## config.mk

```make
export PLATFORM = sky130hd
export DESIGN_NAME = sreg_flag_ctrl
export DESIGN_NICKNAME = d
export VERILOG_FILES = /design/src/rtl/sfc_pkg.sv /design/src/rtl/sfc_decode.sv /design/src/rtl/sfc_flagreg.sv /design/src/rtl/sfc_branch.sv /design/src/rtl/sreg_flag_ctrl.sv
export SDC_FILE = /design/constraint.sdc
export NUM_CORES = 1
export LEC_CHECK = 0
export CAP_MARGIN = 5
export CORE_MARGIN = 2
export CORE_UTILIZATION = 50
export DETAILED_ROUTE_END_ITERATION = 8
export GPL_TIMING_DRIVEN = 0
export PLACE_DENSITY = 0.89
export RECOVER_POWER = 100
export SYNTH_ARGS = -nofsm -noshare
export SYNTH_HDL_FRONTEND = slang
export SYNTH_SLANG_ARGS = --single-unit
```

## constraint.sdc

```tcl
create_clock -name clk -period 5.8 [get_ports clk]
set_input_delay 1.16 -clock clk [delete_from_list [all_inputs] [get_ports clk]]
set_output_delay 1.16 -clock clk [all_outputs]
set_load 0.03 [all_outputs]
```

## src/rtl/sfc_pkg.sv

```systemverilog
package sfc_pkg;
  localparam int NFLAG = 8;
  localparam int OP_W  = 5;
  localparam int IDX_W = $clog2(NFLAG);

  localparam logic [OP_W-1:0] OP_NOP     = 5'd0;
  localparam logic [OP_W-1:0] OP_SET_IDX = 5'd1;
  localparam logic [OP_W-1:0] OP_CLR_IDX = 5'd2;
  localparam logic [OP_W-1:0] OP_BR_ON   = 5'd3;
  localparam logic [OP_W-1:0] OP_BR_OFF  = 5'd4;

  localparam int POS_I = 7;

  typedef struct packed {
    logic             hit;
    logic [IDX_W-1:0] pos;
    logic             val;
    logic             is_br;
    logic             br_on_set;
  } dec_t;

  // named flag code -> bit position in the status word
  function automatic logic [IDX_W-1:0] named_pos(input logic [2:0] code);
    case (code)
      3'd0:    named_pos = 3'd0; // C
      3'd1:    named_pos = 3'd2; // N
      3'd2:    named_pos = 3'd1; // Z
      3'd3:    named_pos = 3'd7; // I
      3'd4:    named_pos = 3'd4; // S
      3'd5:    named_pos = 3'd3; // V
      3'd6:    named_pos = 3'd6; // T
      default: named_pos = 3'd5; // H
    endcase
  endfunction
endpackage

```

## src/rtl/sfc_decode.sv

```systemverilog
module sfc_decode
  import sfc_pkg::*;
(
  input  logic [OP_W-1:0]  op,
  input  logic [IDX_W-1:0] idx,
  output dec_t             dec
);
  always_comb begin
    dec = '0;
    if (op[OP_W-1]) begin
      dec.hit = 1'b1;
      dec.val = op[3];
      dec.pos = named_pos(op[2:0]);
    end else begin
      case (op)
        OP_SET_IDX: begin dec.hit = 1'b1; dec.val = 1'b1; dec.pos = idx; end
        OP_CLR_IDX: begin dec.hit = 1'b1; dec.val = 1'b0; dec.pos = idx; end
        OP_BR_ON:   begin dec.is_br = 1'b1; dec.br_on_set = 1'b1; end
        OP_BR_OFF:  begin dec.is_br = 1'b1; dec.br_on_set = 1'b0; end
        default:    dec = '0;
      endcase
    end
  end
endmodule

```

## src/rtl/sfc_flagreg.sv

```systemverilog
module sfc_flagreg #(
  parameter int NF = 8,
  localparam int IW = $clog2(NF)
) (
  input  logic          clk,
  input  logic          rst_n,
  input  logic          cmd_hit,
  input  logic [IW-1:0] cmd_pos,
  input  logic          cmd_val,
  input  logic [NF-1:0] alu_we,
  input  logic [NF-1:0] alu_val,
  output logic [NF-1:0] q
);
  logic [NF-1:0] nxt;

  for (genvar i = 0; i < NF; i++) begin : g_bit
    always_comb begin
      if (cmd_hit && (cmd_pos == IW'(i)))
        nxt[i] = cmd_val;          // explicit command wins for its bit
      else if (alu_we[i])
        nxt[i] = alu_val[i];
      else
        nxt[i] = q[i];
    end
  end

  always_ff @(posedge clk) begin
    if (!rst_n) q <= '0;
    else        q <= nxt;
  end
endmodule

```

## src/rtl/sfc_branch.sv

```systemverilog
module sfc_branch #(
  parameter int PC_W  = 16,
  parameter int OFF_W = 7
) (
  input  logic             clk,
  input  logic             rst_n,
  input  logic             acc,
  input  logic             is_br,
  input  logic             br_on_set,
  input  logic             ie_flag,
  input  logic [PC_W-1:0]  pc_in,
  input  logic [OFF_W-1:0] off,
  output logic             ready,
  output logic             pc_vld,
  output logic [PC_W-1:0]  pc_next,
  output logic             long_lat
);
  localparam int EXT_W = PC_W - OFF_W;

  logic            busy;
  logic            taken;
  logic [PC_W-1:0] off_ext;
  logic [PC_W-1:0] seq_pc;
  logic [PC_W-1:0] tgt_pc;

  assign off_ext = {{EXT_W{off[OFF_W-1]}}, off};
  assign seq_pc  = pc_in + PC_W'(1);
  assign tgt_pc  = seq_pc + off_ext;
  assign taken   = is_br && (ie_flag == br_on_set);
  assign ready   = !busy;

  always_ff @(posedge clk) begin
    if (!rst_n) begin
      busy     <= 1'b0;
      pc_vld   <= 1'b0;
      pc_next  <= '0;
      long_lat <= 1'b0;
    end else if (busy) begin
      busy     <= 1'b0;
      pc_vld   <= 1'b1;            // target was loaded at acceptance
      long_lat <= 1'b1;
    end else if (acc) begin
      if (taken) begin
        busy     <= 1'b1;
        pc_vld   <= 1'b0;
        pc_next  <= tgt_pc;
        long_lat <= 1'b1;
      end else begin
        pc_vld   <= 1'b1;
        pc_next  <= seq_pc;
        long_lat <= 1'b0;
      end
    end else begin
      pc_vld <= 1'b0;
    end
  end
endmodule

```

## src/rtl/sreg_flag_ctrl.sv

```systemverilog
module sreg_flag_ctrl
  import sfc_pkg::*;
#(
  parameter int PC_W  = 16,
  parameter int OFF_W = 7
) (
  input  logic             clk,
  input  logic             rst_n,
  input  logic             cmd_valid,
  output logic             cmd_ready,
  input  logic [4:0]       cmd_op,
  input  logic [2:0]       cmd_idx,
  input  logic [OFF_W-1:0] cmd_off,
  input  logic [PC_W-1:0]  pc_in,
  input  logic [7:0]       alu_we,
  input  logic [7:0]       alu_flags,
  output logic [7:0]       sreg_o,
  output logic             irq_en_o,
  output logic             pc_vld_o,
  output logic [PC_W-1:0]  pc_next_o,
  output logic             long_o
);
  logic acc;
  dec_t dec;

  assign acc = cmd_valid && cmd_ready;

  sfc_decode u_dec (
    .op  (cmd_op),
    .idx (cmd_idx),
    .dec (dec)
  );

  sfc_flagreg #(.NF(NFLAG)) u_flags (
    .clk     (clk),
    .rst_n   (rst_n),
    .cmd_hit (acc && dec.hit),
    .cmd_pos (dec.pos),
    .cmd_val (dec.val),
    .alu_we  (alu_we),
    .alu_val (alu_flags),
    .q       (sreg_o)
  );

  sfc_branch #(.PC_W(PC_W), .OFF_W(OFF_W)) u_br (
    .clk       (clk),
    .rst_n     (rst_n),
    .acc       (acc),
    .is_br     (dec.is_br),
    .br_on_set (dec.br_on_set),
    .ie_flag   (sreg_o[POS_I]),
    .pc_in     (pc_in),
    .off       (cmd_off),
    .ready     (cmd_ready),
    .pc_vld    (pc_vld_o),
    .pc_next   (pc_next_o),
    .long_lat  (long_o)
  );

  assign irq_en_o = sreg_o[POS_I];
endmodule

```

==> impl_metrics.env, run 1 <==
export IMPL_status="complete, no violations"
export IMPL_viasPerCell=5.993
export IMPL_fmax_mhz=222.5
export IMPL_cts_hold_buffers=0
export IMPL_clockPowerShare=0.206
export IMPL_cap_violations=0
export IMPL_ant_nets=0
export IMPL_path_cells="dlygate4sd3_1 -> ha_1 -> and2_0 -> nand2_1 -> xnor2_1 -> ha_1 -> and2_0 -> a221oi_1 -> a211o_1 -> a31oi_1 -> a2111oi_0 -> nor3_1"
export IMPL_path_clk_slew_ps=100
export IMPL_clock_sinks=27
export IMPL_sequentialPowerShare=0.367
export IMPL_drv_slew=0
export IMPL_syn_area_per_cell_um2=8.113
export IMPL_hold_viol=0
export IMPL_netlist_area_um2=2515
export IMPL_hold_path_class="register to register"
export IMPL_cts_setup_buffers=0
export IMPL_cp_arrival_ps=4650
export IMPL_drt_iter0_markers=112
export IMPL_synth_top_flop_cell="dfxtp_1"
export IMPL_htree_levels=1
export IMPL_place_ws_ps=1494
export IMPL_drt_pre_antenna_iters=4
export IMPL_drive_gt1_frac=0.04124
export IMPL_rsz0062_at_grt="false"
export IMPL_ys_seq_area_frac=0.2149
export IMPL_syn2layout_area_growth_pct=32.89
export IMPL_synth_edff_count=0
export IMPL_coreArea_um2=4786
export IMPL_grt_max_degree=18
export IMPL_grt_use_total=0.2451
export IMPL_synth_nets=381
export IMPL_max_vdd_ir_drop_v=0.0001060
export IMPL_synth_seq_cells=27
export IMPL_die_height_um=74.92
export IMPL_grt_pass1_wl_um=10900
export IMPL_p_comb_frac=0.427
export IMPL_globalplace_congestion=0.8812
export IMPL_die_w_um=74.92
export IMPL_first_global_vias=2555
export IMPL_nets=460
export IMPL_cts_resized=0
export IMPL_finalSetupTns_ps=0
export IMPL_route_detailed_drc=0
export IMPL_hpwl_um=5584
export IMPL_path_delay_family="compound AO/OA/AOI/OAI gates"
export IMPL_wl_per_cell_um=15.21
export IMPL_end_kind="register"
export IMPL_p_sw_frac=0.3603
export IMPL_insertion_delay_ps=280
export IMPL_initial_core_util=0.5255
export IMPL_ioPinCount=78
export IMPL_finalWirelength_um=6922
export IMPL_cpPeakStageDelay_ps=620
export IMPL_fin_skew_ps=4.546
export IMPL_finalCritPeriodShare=0.7748
export IMPL_port_buffers=74
export IMPL_cp_max_fo=6
export IMPL_relSlewSlack=0.5472
export IMPL_yosysUniqueCellTypes=67
export IMPL_power_per_cell_area_nw_per_um2=166.3
export IMPL_antenna_found_initial=0
export IMPL_die_area_um2=5613
export IMPL_grt_overflow_total=0
export IMPL_post_route_min_period_ps=4494
export IMPL_synthCells=310
export IMPL_leakage_uw=0.001357
export IMPL_critPathKind="input port to register"
export IMPL_cts_root_buffer="clkbuf_8"
export IMPL_switching_power_uw=200.2
export IMPL_cts_buffer_depth=2
export IMPL_cp_required_ps=5960
export IMPL_tritoncts="built"
export IMPL_finalSetupViolations=0
export IMPL_path_buf_inv=1
export IMPL_p_int_uw=355.4
export IMPL_yosys_warnings=0
export IMPL_tightestPinTransition_ps=672.1
export IMPL_diodes=0
export IMPL_num_vias=2727
export IMPL_start_kind="input port"
export IMPL_async_reset_ff_frac=0
export IMPL_fin_ws_ps=1306
export IMPL_cp_slowest_cell="dlygate4sd3_1"
export IMPL_placementRows=25
export IMPL_cts_made_buffers=3
## logic make-up after synthesis
family / count (synthesis) / share of synthesized area
compound gates: 91 / 0.2721
simple gates: 121 / 0.2577
xor+xnor: 20 / 0.07512
buf+inv: 23 / 0.04279
fa+ha+maj: 21 / 0.1075
mux: 7 / 0.02985
flops: 27 / 0.2149
## tightest hold or removal path, cell delays in order (launching register included)
cell and delay [ps]:
dfxtp_1 330, nand2_1 60, a21oi_1 50
## placed cells by master, fill, tap and decap left out, types with 4 or more instances in the layout
| cell type | count |
|---|---|
| a211oi_1 | 11 |
| inv_1 | 10 |
| nor3b_1 | 4 |
| and3_1 | 5 |
| nand2_1 | 34 |
| a21oi_1 | 19 |
| a311oi_1 | 9 |
| clkbuf_1 | 8 |
| dfxtp_1 | 27 |
| o21ai_0 | 10 |
| clkdlybuf4s50_1 | 44 |
| dlygate4sd3_1 | 30 |
| a31oi_1 | 8 |
| xnor2_1 | 13 |
| xor2_1 | 6 |
| o211ai_1 | 4 |
| nand3_1 | 10 |
| nor2_1 | 27 |
| and4_1 | 4 |
| nor2b_1 | 10 |
| nand4_1 | 6 |
| ha_1 | 20 |
| a21o_1 | 6 |
## Yosys cell counts, types with 2 or more instances
cell type | number | share of area
nor2b_1 | 9 | 0.022
o21a_1 | 2 | 0.0060
a311oi_1 | 9 | 0.031
or3_1 | 3 | 0.0075
xor2_1 | 6 | 0.021
o21ai_0 | 8 | 0.016
a21o_1 | 6 | 0.018
and3_1 | 5 | 0.012
nor3b_1 | 3 | 0.0090
or4_1 | 2 | 0.0060
buf_4 | 2 | 0.0060
ha_1 | 20 | 0.10
nor2_1 | 26 | 0.039
and4_1 | 4 | 0.014
o2111ai_1 | 3 | 0.010
and2_1 | 3 | 0.0075
inv_1 | 10 | 0.015
a221oi_1 | 2 | 0.0070
mux2i_1 | 3 | 0.012
nand3_1 | 10 | 0.020
o211ai_1 | 4 | 0.012
nand2_1 | 34 | 0.051
clkbuf_1 | 7 | 0.010
a2111oi_0 | 2 | 0.0070
a31oi_1 | 7 | 0.017
nor3_1 | 2 | 0.0040
and4b_1 | 2 | 0.0080
xnor2_1 | 13 | 0.045
a311o_1 | 2 | 0.0080
nand4_1 | 6 | 0.015
a211oi_1 | 10 | 0.030
buf_2 | 2 | 0.0040
o21ai_1 | 2 | 0.0040
dfxtp_1 | 27 | 0.21
a21oi_1 | 19 | 0.038
mux2_1 | 3 | 0.013
or2_2 | 2 | 0.0050
## per-stage QoR
step / instances / util / cell area [um2] / power (uW) / hold slack [ps]
final: 455 / 0.6983 / 3342 / 555.7 / 471.3
after global routing: 455 / 0.6983 / 3342 / 586.2 / 506.6
after global placement: 451 / 0.6978 / 3339 / 446.0 / 445.6
after CTS: 455 / 0.7082 / 3390 / 565.4 / 471.3
after floorplan: 310 / - / 2515 / 359.5 / 580.0
after detailed placement: 451 / 0.6978 / 3339 / 453.0 / 456.3
## cell type report
class,count,area [um2]
Multi-Input combinational cell,260,1821
Tap cell,67,83.83
Sequential cell,27,540.5
Clock inverter,1,8.758
Clock buffer,3,41.29
Fill cell,426,1444
Timing Repair Buffer,74,740.7
Inverter,10,37.54
Buffer,13,68.82
## flip-flops by register name, summed over array words and instances, names as in the netlist
name and count:
u_br.busy 1, u_flags.q 8, u_br.long_lat 1, u_br.pc_vld 1, u_br.pc_next 16
## metal layers
metal / up-vias / global-route usage / share of wire
li1: 1328 / - / -
met1: 1278 / 0.3014 / 0.44
met2: 112 / 0.4444 / 0.49
met3: 9 / 0.02945 / 0.065
met4: 0 / 0.07540 / 0.011
met5: - / 0 / 0
## power by group through the flow
stage,clock network (uW),registers (uW),logic [uW]
floorplan,0,233,127
global placement,0,208,238
detailed placement,0,209,244
CTS,115,205,245
global route,122,205,259
finish,115,204,237
## path summary, 6_finish.rpt
| check | cells after the start | slack [ps] | endpoint | from |
|---|---|---|---|---|
| setup / recovery | 12 | 1310 | u_br.pc_next[15] | pc_in[0] |
| hold / removal | 2 | 470 | u_br.pc_next[0] | u_br.pc_next[0] |
| setup reg to reg | 5 | 3800 | u_br.pc_next[10] | u_flags.q[7] |
| hold reg to reg | 2 | 470 | u_br.pc_next[0] | u_br.pc_next[0] |
Power figures use the tool's default switching activity.
==> run 2: changes to the inputs <==
--- a/config.mk
+++ b/config.mk
@@ -7,10 +7,10 @@
 export LEC_CHECK = 0
 export CAP_MARGIN = 5
 export CORE_MARGIN = 2
-export CORE_UTILIZATION = 50
+export CORE_UTILIZATION = 43
 export DETAILED_ROUTE_END_ITERATION = 8
 export GPL_TIMING_DRIVEN = 0
-export PLACE_DENSITY = 0.89
+export PLACE_DENSITY = 0.82
 export RECOVER_POWER = 100
 export SYNTH_ARGS = -nofsm -noshare
 export SYNTH_HDL_FRONTEND = slang
==> constraint.sdc (replaced) <==
create_clock -name clk -period 3.82 [get_ports clk]
set_input_delay 0.764 -clock clk [delete_from_list [all_inputs] [get_ports clk]]
set_output_delay 0.764 -clock clk [all_outputs]
set_load 0.03 [all_outputs]
==> run 2 against run 1 <==
  * Utilization fell by 9.3 points
  * Wire length fell by 3.8%
  * Critical path type unchanged
  * First-iteration DRC count rose by 28%
  * Clock power rose by 53%
  * Final cell count rose by 1.1%
  * Non-clock buffer count did not move
==> impl_metrics.env, run 2 (synthesized netlist as in run 1, its figures left out) <==
export IMPL_status="complete, no violations"
export IMPL_htree_levels=1
export IMPL_finalSetupTns_ps=0
export IMPL_wl_met1_um=2880
export IMPL_route_detailed_drc=0
export IMPL_die_height_um=80.48
export IMPL_multi_input_comb_area_um2=1848
export IMPL_power_per_cell_area_nw_per_um2=250.7
export IMPL_cap_violations=0
export IMPL_finalSetupViolations=0
export IMPL_initial_core_util=0.4512
export IMPL_post_route_util=0.6056
export IMPL_cts_buffer_depth=2
export IMPL_instances_no_fill=460
export IMPL_cp_arrival_ps=3780
export IMPL_largest_reg_flops=16
export IMPL_placementRows=27
export IMPL_hp_start="u_br.pc_next[0]"
export IMPL_path_delay_family="compound AO/OA/AOI/OAI gates"
export IMPL_drt_pre_antenna_iters=4
export IMPL_cp_max_fo=6
export IMPL_drt_iter0_markers=143
export IMPL_hold_path_class="register to register"
export IMPL_relSlewSlack=0.5502
export IMPL_nets=460
export IMPL_finalWirelength_um=6658
export IMPL_sequentialPowerShare=0.366
export IMPL_grt_max_degree=18
export IMPL_leakage_uw=0.001366
export IMPL_p_comb_frac=0.426
export IMPL_grt_pass1_wl_um=10670
export IMPL_die_w_um=80.48
export IMPL_hold_viol=0
export IMPL_cp_slowest_cell="clkdlybuf4s50_1"
export IMPL_cpPeakStageDelay_ps=540
export IMPL_coreArea_um2=5574
export IMPL_fin_skew_ps=5.387
export IMPL_rsz0062_at_grt="false"
export IMPL_fin_hold_ws_ps=457.3
export IMPL_tightestPinTransition_ps=672.5
export IMPL_r2r_cells=6
export IMPL_antenna_found_initial=0
export IMPL_clock_sinks=27
export IMPL_cts_resized=0
export IMPL_switching_power_uw=303.7
export IMPL_path_cells="clkdlybuf4s50_1 -> ha_1 -> and2_1 -> nand2_1 -> xnor2_1 -> ha_1 -> and2_4 -> a221oi_2 -> a211o_1 -> a31oi_4 -> a2111oi_0 -> nor3_1"
export IMPL_cpMostUsedCell="ha_1"
export IMPL_total_power_uw=846.4
export IMPL_tritoncts="built"
export IMPL_path_buf_inv=1
export IMPL_cts_made_buffers=3
export IMPL_diodes=0
export IMPL_drive_gt1_frac=0.05412
export IMPL_critPathKind="input port to register"
export IMPL_num_vias=2613
export IMPL_cp_required_ps=3980
export IMPL_grt_use_total=0.2036
export IMPL_grt_overflow_total=0
export IMPL_reg2reg_slack_ps=1840
export IMPL_reg_largest_list="u_br.pc_next (16), u_flags.q (8)"
export IMPL_globalplace_congestion=0.8876
export IMPL_r2r_end="u_br.pc_next[11]"
export IMPL_viasPerCell=5.680
export IMPL_placed_cells=456
export IMPL_cts_root_buffer="clkbuf_8"
export IMPL_p_int_uw=542.7
export IMPL_start_kind="input port"
export IMPL_first_global_vias=2398
export IMPL_syn2layout_area_growth_pct=34.23
export IMPL_insertion_delay_ps=290
export IMPL_cts_setup_buffers=0
export IMPL_path_clk_slew_ps=100
export IMPL_r2r_start="u_flags.q[7]"
export IMPL_wl_per_cell_um=14.47
export IMPL_drv_slew=0
export IMPL_fillers=524
export IMPL_end_kind="register"
export IMPL_hpwl_um=5361
export IMPL_hold_path_cell_count=2
export IMPL_top_layer="met4"
export IMPL_wl_met2_um=3120
export IMPL_register_area_um2=540.5
export IMPL_wl_met3_um=542
export IMPL_die_area_um2=6476
export IMPL_p_sw_frac=0.3588
export IMPL_ant_nets=0
export IMPL_fmax_mhz=276.0
export IMPL_finalCritPeriodShare=0.9483
export IMPL_clockPowerShare=0.208
export IMPL_ioPinCount=78
export IMPL_post_route_min_period_ps=3623
export IMPL_cts_hold_buffers=0
export IMPL_top_register="u_br.pc_next"
export IMPL_port_buffers=74
export IMPL_min_to="u_br.pc_next[0]"
export IMPL_mostFrequentLayoutCell="clkdlybuf4s50_1"
export IMPL_mostFrequentLayoutCells="45 x clkdlybuf4s50_1, 34 x nand2_1, 29 x dlygate4sd3_1"
export IMPL_max_vdd_ir_drop_v=0.0001484
## run 2: per-stage QoR
stage                     instance area, um2  worst slack [ps]
final                                   3376             197.3
after global routing                    3376             56.98
after CTS                               3396             207.0
after detailed placement                3346            -63.69
after global placement                  3346            -80.83
after floorplan                         2515             814.5
## run 2: final cells by class
type | count | area share
clock buffer | 3 | 0.01223
multi-input combinational | 260 | 0.5474
clock inverter | 1 | 0.002595
sequential | 27 | 0.1601
tap | 72 | 0.02669
buffer | 13 | 0.02039
timing repair buffer | 74 | 0.2194
inverter | 10 | 0.01112
## run 2: worst max-delay path by stage
stage,start,cells after the start,to,slack (ps)
after floorplan,pc_in[0],11,u_br.pc_next[15],810
after global placement,pc_in[0],12,u_br.pc_next[15],-80
after detailed placement,pc_in[0],11,u_br.pc_next[15],-60
after CTS,pc_in[0],11,u_br.pc_next[15],210
after global routing,pc_in[0],13,u_br.pc_next[15],60
final,pc_in[0],12,u_br.pc_next[15],200
## run 2: worst register-to-register path, cell delays in order (launching register included)
cell	delay (ps)
dfxtp_1	360
and4b_1	230
o21ai_0	520
nor2_1	290
nand3_1	170
nor2_1	50
a311o_1	270
## run 2: power by group through the flow
stage	logic, uW	registers (uW)	clock network, uW
2_1_floorplan	193	353	0
3_3_place_gp	360	317	0
3_5_place_dp	367	317	0
4_1_cts	369	311	178
5_1_grt	393	312	190
6_report	361	310	176
## run 2: layer usage
layer / vias up / track usage
li1: 1336 / -
met5: - / 0
met1: 1172 / 0.2616
met4: 0 / 0.07288
met2: 96 / 0.3475
met3: 9 / 0.02584
